**src/rtl/cos_evq_pkg.sv**
```systemverilog
package cos_evq_pkg;
  localparam int unsigned DATA_W  = 16;
  localparam int unsigned ADDR_W  = 3;
  localparam int unsigned NCAUSE  = 3;

  localparam int unsigned CAUSE_OVF   = 0;
  localparam int unsigned CAUSE_TIMER = 1;
  localparam int unsigned CAUSE_DEPTH = 2;

  typedef enum logic [ADDR_W-1:0] {
    REG_STATUS = 3'd0,
    REG_MASK   = 3'd1,
    REG_THRESH = 3'd2,
    REG_TIMER  = 3'd3,
    REG_CTRL   = 3'd4
  } reg_sel_e;
endpackage

```
**src/rtl/cos_evq_fifo.sv**
```systemverilog
module cos_evq_fifo #(
  parameter int unsigned DEPTH = 64,
  parameter int unsigned W     = 9,
  localparam int unsigned AW   = (DEPTH > 1) ? $clog2(DEPTH) : 1,
  localparam int unsigned CW   = $clog2(DEPTH + 1)
) (
  input  logic          clk,
  input  logic          rst_n,
  input  logic          wr_en,
  input  logic [W-1:0]  wr_data,
  input  logic          rd_en,
  output logic [W-1:0]  rd_data,
  output logic          rd_valid,
  output logic [CW-1:0] fill,
  output logic          ovf_evt
);
  logic [W-1:0]  mem_q [DEPTH];
  logic [AW-1:0] wptr_q, wptr_d, rptr_q, rptr_d;
  logic [CW-1:0] fill_q, fill_d;
  logic          empty, full, do_pop, do_push;

  function automatic logic [AW-1:0] ptr_inc(input logic [AW-1:0] p);
    if (p == AW'(DEPTH - 1)) ptr_inc = '0;
    else                     ptr_inc = p + AW'(1);
  endfunction

  assign empty   = (fill_q == '0);
  assign full    = (fill_q == CW'(DEPTH));
  assign do_pop  = rd_en && !empty;
  assign ovf_evt = wr_en && full && !do_pop;
  assign do_push = wr_en && !ovf_evt;

  always_comb begin
    wptr_d = wptr_q;
    rptr_d = rptr_q;
    fill_d = fill_q;
    if (ovf_evt) begin
      wptr_d = rptr_q;
      fill_d = '0;
    end else begin
      if (do_push) wptr_d = ptr_inc(wptr_q);
      if (do_pop)  rptr_d = ptr_inc(rptr_q);
      case ({do_push, do_pop})
        2'b10:   fill_d = fill_q + CW'(1);
        2'b01:   fill_d = fill_q - CW'(1);
        default: fill_d = fill_q;
      endcase
    end
  end

  always_ff @(posedge clk or negedge rst_n) begin
    if (!rst_n) begin
      wptr_q <= '0;
      rptr_q <= '0;
      fill_q <= '0;
    end else begin
      wptr_q <= wptr_d;
      rptr_q <= rptr_d;
      fill_q <= fill_d;
    end
  end

  always_ff @(posedge clk) begin
    if (do_push) mem_q[wptr_q] <= wr_data;
  end

  assign rd_valid = !empty;
  assign rd_data  = empty ? '0 : mem_q[rptr_q];
  assign fill     = fill_q;
endmodule

```
**src/rtl/cos_evq_timer.sv**
```systemverilog
module cos_evq_timer #(
  parameter int unsigned TW = 16
) (
  input  logic          clk,
  input  logic          rst_n,
  input  logic          run,
  input  logic [TW-1:0] term,
  output logic          fire
);
  logic [TW-1:0] cnt_q, cnt_d;
  logic          at_term;

  assign at_term = (cnt_q == term);
  assign fire    = run && at_term;

  always_comb begin
    if (!run)         cnt_d = '0;
    else if (at_term) cnt_d = '0;
    else              cnt_d = cnt_q + TW'(1);
  end

  always_ff @(posedge clk or negedge rst_n) begin
    if (!rst_n) cnt_q <= '0;
    else        cnt_q <= cnt_d;
  end
endmodule

```
**src/rtl/cos_evq_irq.sv**
```systemverilog
module cos_evq_irq #(
  parameter int unsigned N = 3
) (
  input  logic         clk,
  input  logic         rst_n,
  input  logic [N-1:0] set_evt,
  input  logic [N-1:0] clr_req,
  input  logic         mask_we,
  input  logic [N-1:0] mask_wdata,
  output logic [N-1:0] sts,
  output logic [N-1:0] mask,
  output logic         irq
);
  logic [N-1:0] sts_q, sts_d, mask_q, mask_d;
  logic [N-1:0] live;

  genvar g;
  generate
    for (g = 0; g < N; g++) begin : g_cause
      // a new occurrence overrides a clear in the same cycle
      assign sts_d[g] = set_evt[g] | (sts_q[g] & ~clr_req[g]);
      assign live[g]  = sts_q[g] & ~mask_q[g];
    end
  endgenerate

  assign mask_d = mask_we ? mask_wdata : mask_q;

  always_ff @(posedge clk or negedge rst_n) begin
    if (!rst_n) begin
      sts_q  <= '0;
      mask_q <= '1;
    end else begin
      sts_q  <= sts_d;
      mask_q <= mask_d;
    end
  end

  assign sts  = sts_q;
  assign mask = mask_q;
  assign irq  = |live;
endmodule

```
**src/rtl/cos_evq_regs.sv**
```systemverilog
module cos_evq_regs
  import cos_evq_pkg::*;
#(
  parameter int unsigned CW       = 7,
  parameter int unsigned TW       = 16,
  parameter int unsigned THR_RST  = 48,
  parameter int unsigned TERM_RST = 1023
) (
  input  logic              clk,
  input  logic              rst_n,
  input  logic              reg_wr,
  input  logic              reg_rd,
  input  logic [ADDR_W-1:0] reg_addr,
  input  logic [DATA_W-1:0] reg_wdata,
  output logic [DATA_W-1:0] reg_rdata,
  input  logic [NCAUSE-1:0] sts,
  input  logic [NCAUSE-1:0] mask,
  output logic              mask_we,
  output logic [NCAUSE-1:0] clr_req,
  output logic [CW-1:0]     thr,
  output logic [TW-1:0]     term,
  output logic              cor_en
);
  logic [CW-1:0] thr_q, thr_d;
  logic [TW-1:0] term_q, term_d;
  logic          cor_q, cor_d;
  logic          sel_sts, sel_mask, sel_thr, sel_tmr, sel_ctl;

  assign sel_sts  = (reg_addr == REG_STATUS);
  assign sel_mask = (reg_addr == REG_MASK);
  assign sel_thr  = (reg_addr == REG_THRESH);
  assign sel_tmr  = (reg_addr == REG_TIMER);
  assign sel_ctl  = (reg_addr == REG_CTRL);

  assign mask_we = reg_wr && sel_mask;

  always_comb begin
    thr_d  = thr_q;
    term_d = term_q;
    cor_d  = cor_q;
    if (reg_wr && sel_thr) thr_d  = reg_wdata[CW-1:0];
    if (reg_wr && sel_tmr) term_d = reg_wdata[TW-1:0];
    if (reg_wr && sel_ctl) cor_d  = reg_wdata[0];
  end

  always_comb begin
    clr_req = '0;
    if (cor_q && reg_rd && sel_sts)
      clr_req = '1;
    else if (!cor_q && reg_wr && sel_sts)
      clr_req = reg_wdata[NCAUSE-1:0];
  end

  always_comb begin
    reg_rdata = '0;
    case (reg_addr)
      REG_STATUS: reg_rdata[NCAUSE-1:0] = sts;
      REG_MASK:   reg_rdata[NCAUSE-1:0] = mask;
      REG_THRESH: reg_rdata[CW-1:0]     = thr_q;
      REG_TIMER:  reg_rdata[TW-1:0]     = term_q;
      REG_CTRL:   reg_rdata[0]          = cor_q;
      default:    reg_rdata             = '0;
    endcase
  end

  always_ff @(posedge clk or negedge rst_n) begin
    if (!rst_n) begin
      thr_q  <= CW'(THR_RST);
      term_q <= TW'(TERM_RST);
      cor_q  <= 1'b1;
    end else begin
      thr_q  <= thr_d;
      term_q <= term_d;
      cor_q  <= cor_d;
    end
  end

  assign thr    = thr_q;
  assign term   = term_q;
  assign cor_en = cor_q;
endmodule

```
**src/rtl/cos_event_queue.sv**
```systemverilog
module cos_event_queue
  import cos_evq_pkg::*;
#(
  parameter int unsigned DEPTH    = 64,
  parameter int unsigned CHAN_W   = 5,
  parameter int unsigned SIG_W    = 4,
  parameter int unsigned TMR_W    = 16,
  parameter int unsigned THR_RST  = 48,
  parameter int unsigned TERM_RST = 1023
) (
  input  logic              clk,
  input  logic              rst_n,
  input  logic              evt_valid,
  input  logic [CHAN_W-1:0] evt_chan,
  input  logic [SIG_W-1:0]  evt_sig,
  input  logic              pop,
  output logic              head_valid,
  output logic [CHAN_W-1:0] head_chan,
  output logic [SIG_W-1:0]  head_sig,
  input  logic              reg_wr,
  input  logic              reg_rd,
  input  logic [2:0]        reg_addr,
  input  logic [15:0]       reg_wdata,
  output logic [15:0]       reg_rdata,
  output logic              irq
);
  localparam int unsigned EW = CHAN_W + SIG_W;
  localparam int unsigned CW = $clog2(DEPTH + 1);

  logic [EW-1:0]     head_word;
  logic [CW-1:0]     fill_cnt;
  logic              ovf_evt, tmr_fire;
  logic [CW-1:0]     thr_w;
  logic [TMR_W-1:0]  term_w;
  logic              cor_en_w, mask_we;
  logic [NCAUSE-1:0] set_vec, clr_vec, sts_q, mask_w;

  cos_evq_fifo #(.DEPTH(DEPTH), .W(EW)) u_fifo (
    .clk(clk), .rst_n(rst_n),
    .wr_en(evt_valid), .wr_data({evt_chan, evt_sig}),
    .rd_en(pop), .rd_data(head_word), .rd_valid(head_valid),
    .fill(fill_cnt), .ovf_evt(ovf_evt)
  );

  assign head_chan = head_word[EW-1:SIG_W];
  assign head_sig  = head_word[SIG_W-1:0];

  cos_evq_timer #(.TW(TMR_W)) u_timer (
    .clk(clk), .rst_n(rst_n),
    .run(fill_cnt != '0), .term(term_w), .fire(tmr_fire)
  );

  always_comb begin
    set_vec              = '0;
    set_vec[CAUSE_OVF]   = ovf_evt;
    set_vec[CAUSE_TIMER] = tmr_fire;
    set_vec[CAUSE_DEPTH] = (fill_cnt > thr_w);
  end

  cos_evq_regs #(
    .CW(CW), .TW(TMR_W), .THR_RST(THR_RST), .TERM_RST(TERM_RST)
  ) u_regs (
    .clk(clk), .rst_n(rst_n),
    .reg_wr(reg_wr), .reg_rd(reg_rd), .reg_addr(reg_addr),
    .reg_wdata(reg_wdata), .reg_rdata(reg_rdata),
    .sts(sts_q), .mask(mask_w), .mask_we(mask_we), .clr_req(clr_vec),
    .thr(thr_w), .term(term_w), .cor_en(cor_en_w)
  );

  cos_evq_irq #(.N(NCAUSE)) u_irq (
    .clk(clk), .rst_n(rst_n),
    .set_evt(set_vec), .clr_req(clr_vec),
    .mask_we(mask_we), .mask_wdata(reg_wdata[NCAUSE-1:0]),
    .sts(sts_q), .mask(mask_w), .irq(irq)
  );
endmodule

```
**config.mk**
```make
export PLATFORM = sky130hd
export DESIGN_NAME = cos_event_queue
export DESIGN_NICKNAME = d
export VERILOG_FILES = /design/src/rtl/cos_evq_pkg.sv /design/src/rtl/cos_evq_fifo.sv /design/src/rtl/cos_evq_timer.sv /design/src/rtl/cos_evq_irq.sv /design/src/rtl/cos_evq_regs.sv /design/src/rtl/cos_event_queue.sv
export SDC_FILE = /design/constraint.sdc
export NUM_CORES = 1
export LEC_CHECK = 0
export ABC_AREA = 0
export ABC_CLOCK_PERIOD_IN_PS = 9800
export BUFFER_PORTS_ARGS = -buffer_cell sky130_fd_sc_hd__buf_2
export CAP_MARGIN = 20
export CORE_MARGIN = 1
export CORE_UTILIZATION = 60
export DETAILED_ROUTE_END_ITERATION = 12
export GPL_TIMING_DRIVEN = 0
export PLACE_DENSITY = 0.87
export SLEW_MARGIN = 20
export SYNTH_ARGS = -nofsm -noshare
export SYNTH_HDL_FRONTEND = slang
export SYNTH_SLANG_ARGS = --single-unit
export TNS_END_PERCENT = 5
```
**constraint.sdc**
```tcl
create_clock -name clk -period 9.8 [get_ports clk]
set_input_delay 0.49 -clock clk [delete_from_list [all_inputs] [get_ports clk]]
set_output_delay 0.49 -clock clk [all_outputs]
set_load 0.02 [all_outputs]
```
==> flow_metrics.tcl <==
set metrics [dict create \
    outcome "complete, no violations" \
    clock-sinks 641 \
    max_slew_margin_pct 26.5 \
    ir_drop_mv 0.162 \
    finalSetupTns_ns 0 \
    ant_nets 0 \
    synthTopCellsByArea "edfxtp_1 66%, mux4_2 11%, dfrtp_1 4.7%" \
    slew_viol_final 0 \
    ys_ff_latch 641 \
    coreArea_um2 43000 \
    ys_warn_count 0 \
    antenna_found_initial 0 \
    synth_edf_count 576 \
    synth_cell_types 60 \
    place_area_um2 27100 \
    placed_cells 2094 \
    finalHoldViolations 0 \
    required_ns 9.31 \
    cts_root_buffer "clkbuf_16" \
    rows 76 \
    fp.dieH_um 211 \
    clockBufferDepth 3 \
    place_worst_setup_slack_ns 5.96 \
    synth_top_area_share_pct 66.3 \
    async_reset_ff_share_pct 10.1 \
    dpl.hpwl_um 38200 \
    finalSetupViolCount 0 \
    htree_num_levels 2 \
    drt-pass1-iter-count 6 \
    total_power_mw 7.80 \
    nets 1620 \
    cts_tree "yes" \
    cellLeakagePower_nw 9.61 \
    arrival_ns 3.77 \
    syn-num-nets 1498 \
    grt_pass1_wl_um 94000 \
    grt_max_degree 65 \
    worstMarginPinSlew_ns 1.10 \
    grt_util_all_layers_pct 29.5 \
    wirelength_um 63100 \
    start_util_pct 60.7 \
    fin_crit_sh_pct 43.4 \
    grt_pass1_vias 14825 \
    yosysSeqAreaShare_pct 72.6 \
    powerDensity_nw_per_um2 268 \
    avgSynthCellArea_um2 18.0 \
    rsz0062_at_grt "no" \
    finClkSkew_ns 0.0280 \
    clk_latency_ns 0.65 \
    portBuffers 58 \
    min_period_ns 4.26 \
    gp_congestion 0.965 \
    critPathKind "flop to primary output" \
    cts_setup_buffers 0 \
    die_area_um2 44300 \
    syn_inst 1450 \
    final.fill_count 2631 \
    via_per_inst 6.73 \
    cp-start-kind "flop" \
    hold_path.class "input port to flop" \
    syn_to_final_growth_pct 11.4 \
    drtIter0Drc 2284 \
    die_w_um 211 \
    clkTransAtPathRegs_ns 0.06 \
    ios 61 \
    vias 14845 \
    cts_made_buffers 60 \
    grt-ovfl-total 0 \
    timing.max_cap.violations 0 \
    fin_ws_ns 5.54 \
    ff_latch_area_um2 18900 \
    crit_fanout 10 \
    syn_area_um2 26100 \
    finish.instance_area_um2 29100 \
    critPathCaptureType "primary output" \
    drc 0 \
    multi_input_comb_area_um2 6640 \
    synthFlopType "edfxtp_1" \
    wl_per_cell_um 28.6 \
    max_freq_ghz 0.235 \
    synth_top_area_cell "edfxtp_1" \
    drive_gt1_share_pct 22.5 \
    final_cells 2207 \
]
==> cells by family (layout without fill, tap and decap cells) <==
group	after synthesis	in the layout	synth area share, %
and+or+nand+nor	315	315	5.62
AOI/OAI and AO/OA	156	156	4.09
other	0	1	0
adders and majority gates	14	14	0.672
xor gates and xnor gates	37	37	1.24
DFF	641	641	72.6
buffers and inverters	91	262	1.93
muxes	196	196	13.8
==> critical path: stages (launching register included) <==
cell and delay [ns]:
dfrtp_1 0.46, buf_2 0.40, clkbuf_1 0.75, mux4_2 0.42, nor2_1 0.10, nor2_1 0.06
o221ai_1 0.57, nand2_1 0.17, buf_2 0.20
==> Yosys cell counts, types with 18 or more instances <==
master and instances:
mux4_2 129, buf_2 19, mux2_2 25, mux2i_1 42, clkbuf_1 28, nand3_1 26
and2_1 18, dfrtp_1 49, xnor2_1 24, nor2_1 126, inv_1 20, a21oi_1 29
edfxtp_1 576, nand2_1 78, o21ai_0 21
==> cell type report <==
class                   instances  share of cell area, %
repair buffers                 60                   1.19
clock buffers                  68                   5.34
clock inverters                43                   1.17
multi-input cells             718                   22.8
inverters                      20                  0.258
flip-flops and latches        641                   65.2
plain buffers                  71                   1.48
well taps                     585                   2.52
diodes                          1                0.00861
==> sequential cells by signal, summed over array words and instances, names as in the netlist <==
name	cells
u_fifo.mem_q	576
u_fifo.rptr_q	6
u_fifo.fill	7
u_fifo.wptr_q	6
u_timer.cnt_q	16
u_regs.thr	7
u_regs.cor_en	1
u_irq.sts	3
u_irq.mask	3
u_regs.term	16
==> worst paths after layout <==
path	cells past startpoint	endpoint	slack [ns]	startpoint
min in group asynchronous	2	u_regs.term[10]$_DFFE_PN0P_	0.32	rst_n
max in group asynchronous	3	u_fifo.wptr_q[4]$_DFFE_PN0P_	8.94	rst_n
worst min register to register	2	u_regs.thr[4]$_DFFE_PN1P_	0.54	u_regs.thr[4]$_DFFE_PN1P_
worst min-delay path	3	u_regs.thr[3]$_DFFE_PN0P_	0.08	reg_wdata[3]
worst max register to register	15	u_fifo.fill[6]$_DFFE_PN0P_	5.72	u_fifo.fill[3]$_DFFE_PN0P_
worst max-delay path	8	head_chan[2]	5.54	u_fifo.rptr_q[1]$_DFFE_PN0P_
==> where the power goes <==
part	switching [mW]	internal, mW
Clock	1.02	1.25
Combinational	1.43	0.849
Sequential	0.107	3.15
Total	2.55	5.24
==> stage by stage <==
stage	hold slack (ns)	utilization, %
after floorplan	0.194	-
after global placement	0.503	63.1
after detailed placement	0.442	63.1
after CTS	0.0548	67.6
after global routing	0.0790	67.6
final	0.0752	67.6
==> cell usage in the layout (no fill, tap or decap), types with 18 or more instances in the layout <==
cell type and instances:
a21oi_1 29, and2_1 18, buf_2 67, clkbuf_1 35, clkbuf_16 61, dfrtp_1 49
edfxtp_1 576, inv_1 20, mux2_2 25, mux2i_1 42, mux4_2 129, nand2_1 78
nand3_1 26, nor2_1 126, o21ai_0 21, xnor2_1 24
==> per-layer routing <==
layer | track usage [%] | part of all wire [%]
met1 | 39.1 | 36
met2 | 46.7 | 48
met3 | 7.06 | 11
met4 | 13.6 | 4.8
met5 | 0 | 0
==> repair_timing <==
item / 4_1_cts / 5_1_grt
gates resized for setup: 0 / 0
hold buffers: 1 / 0
endpoints found under the hold margin: 13 / 0
No activity file was read; power rests on OpenSTA's default activity.
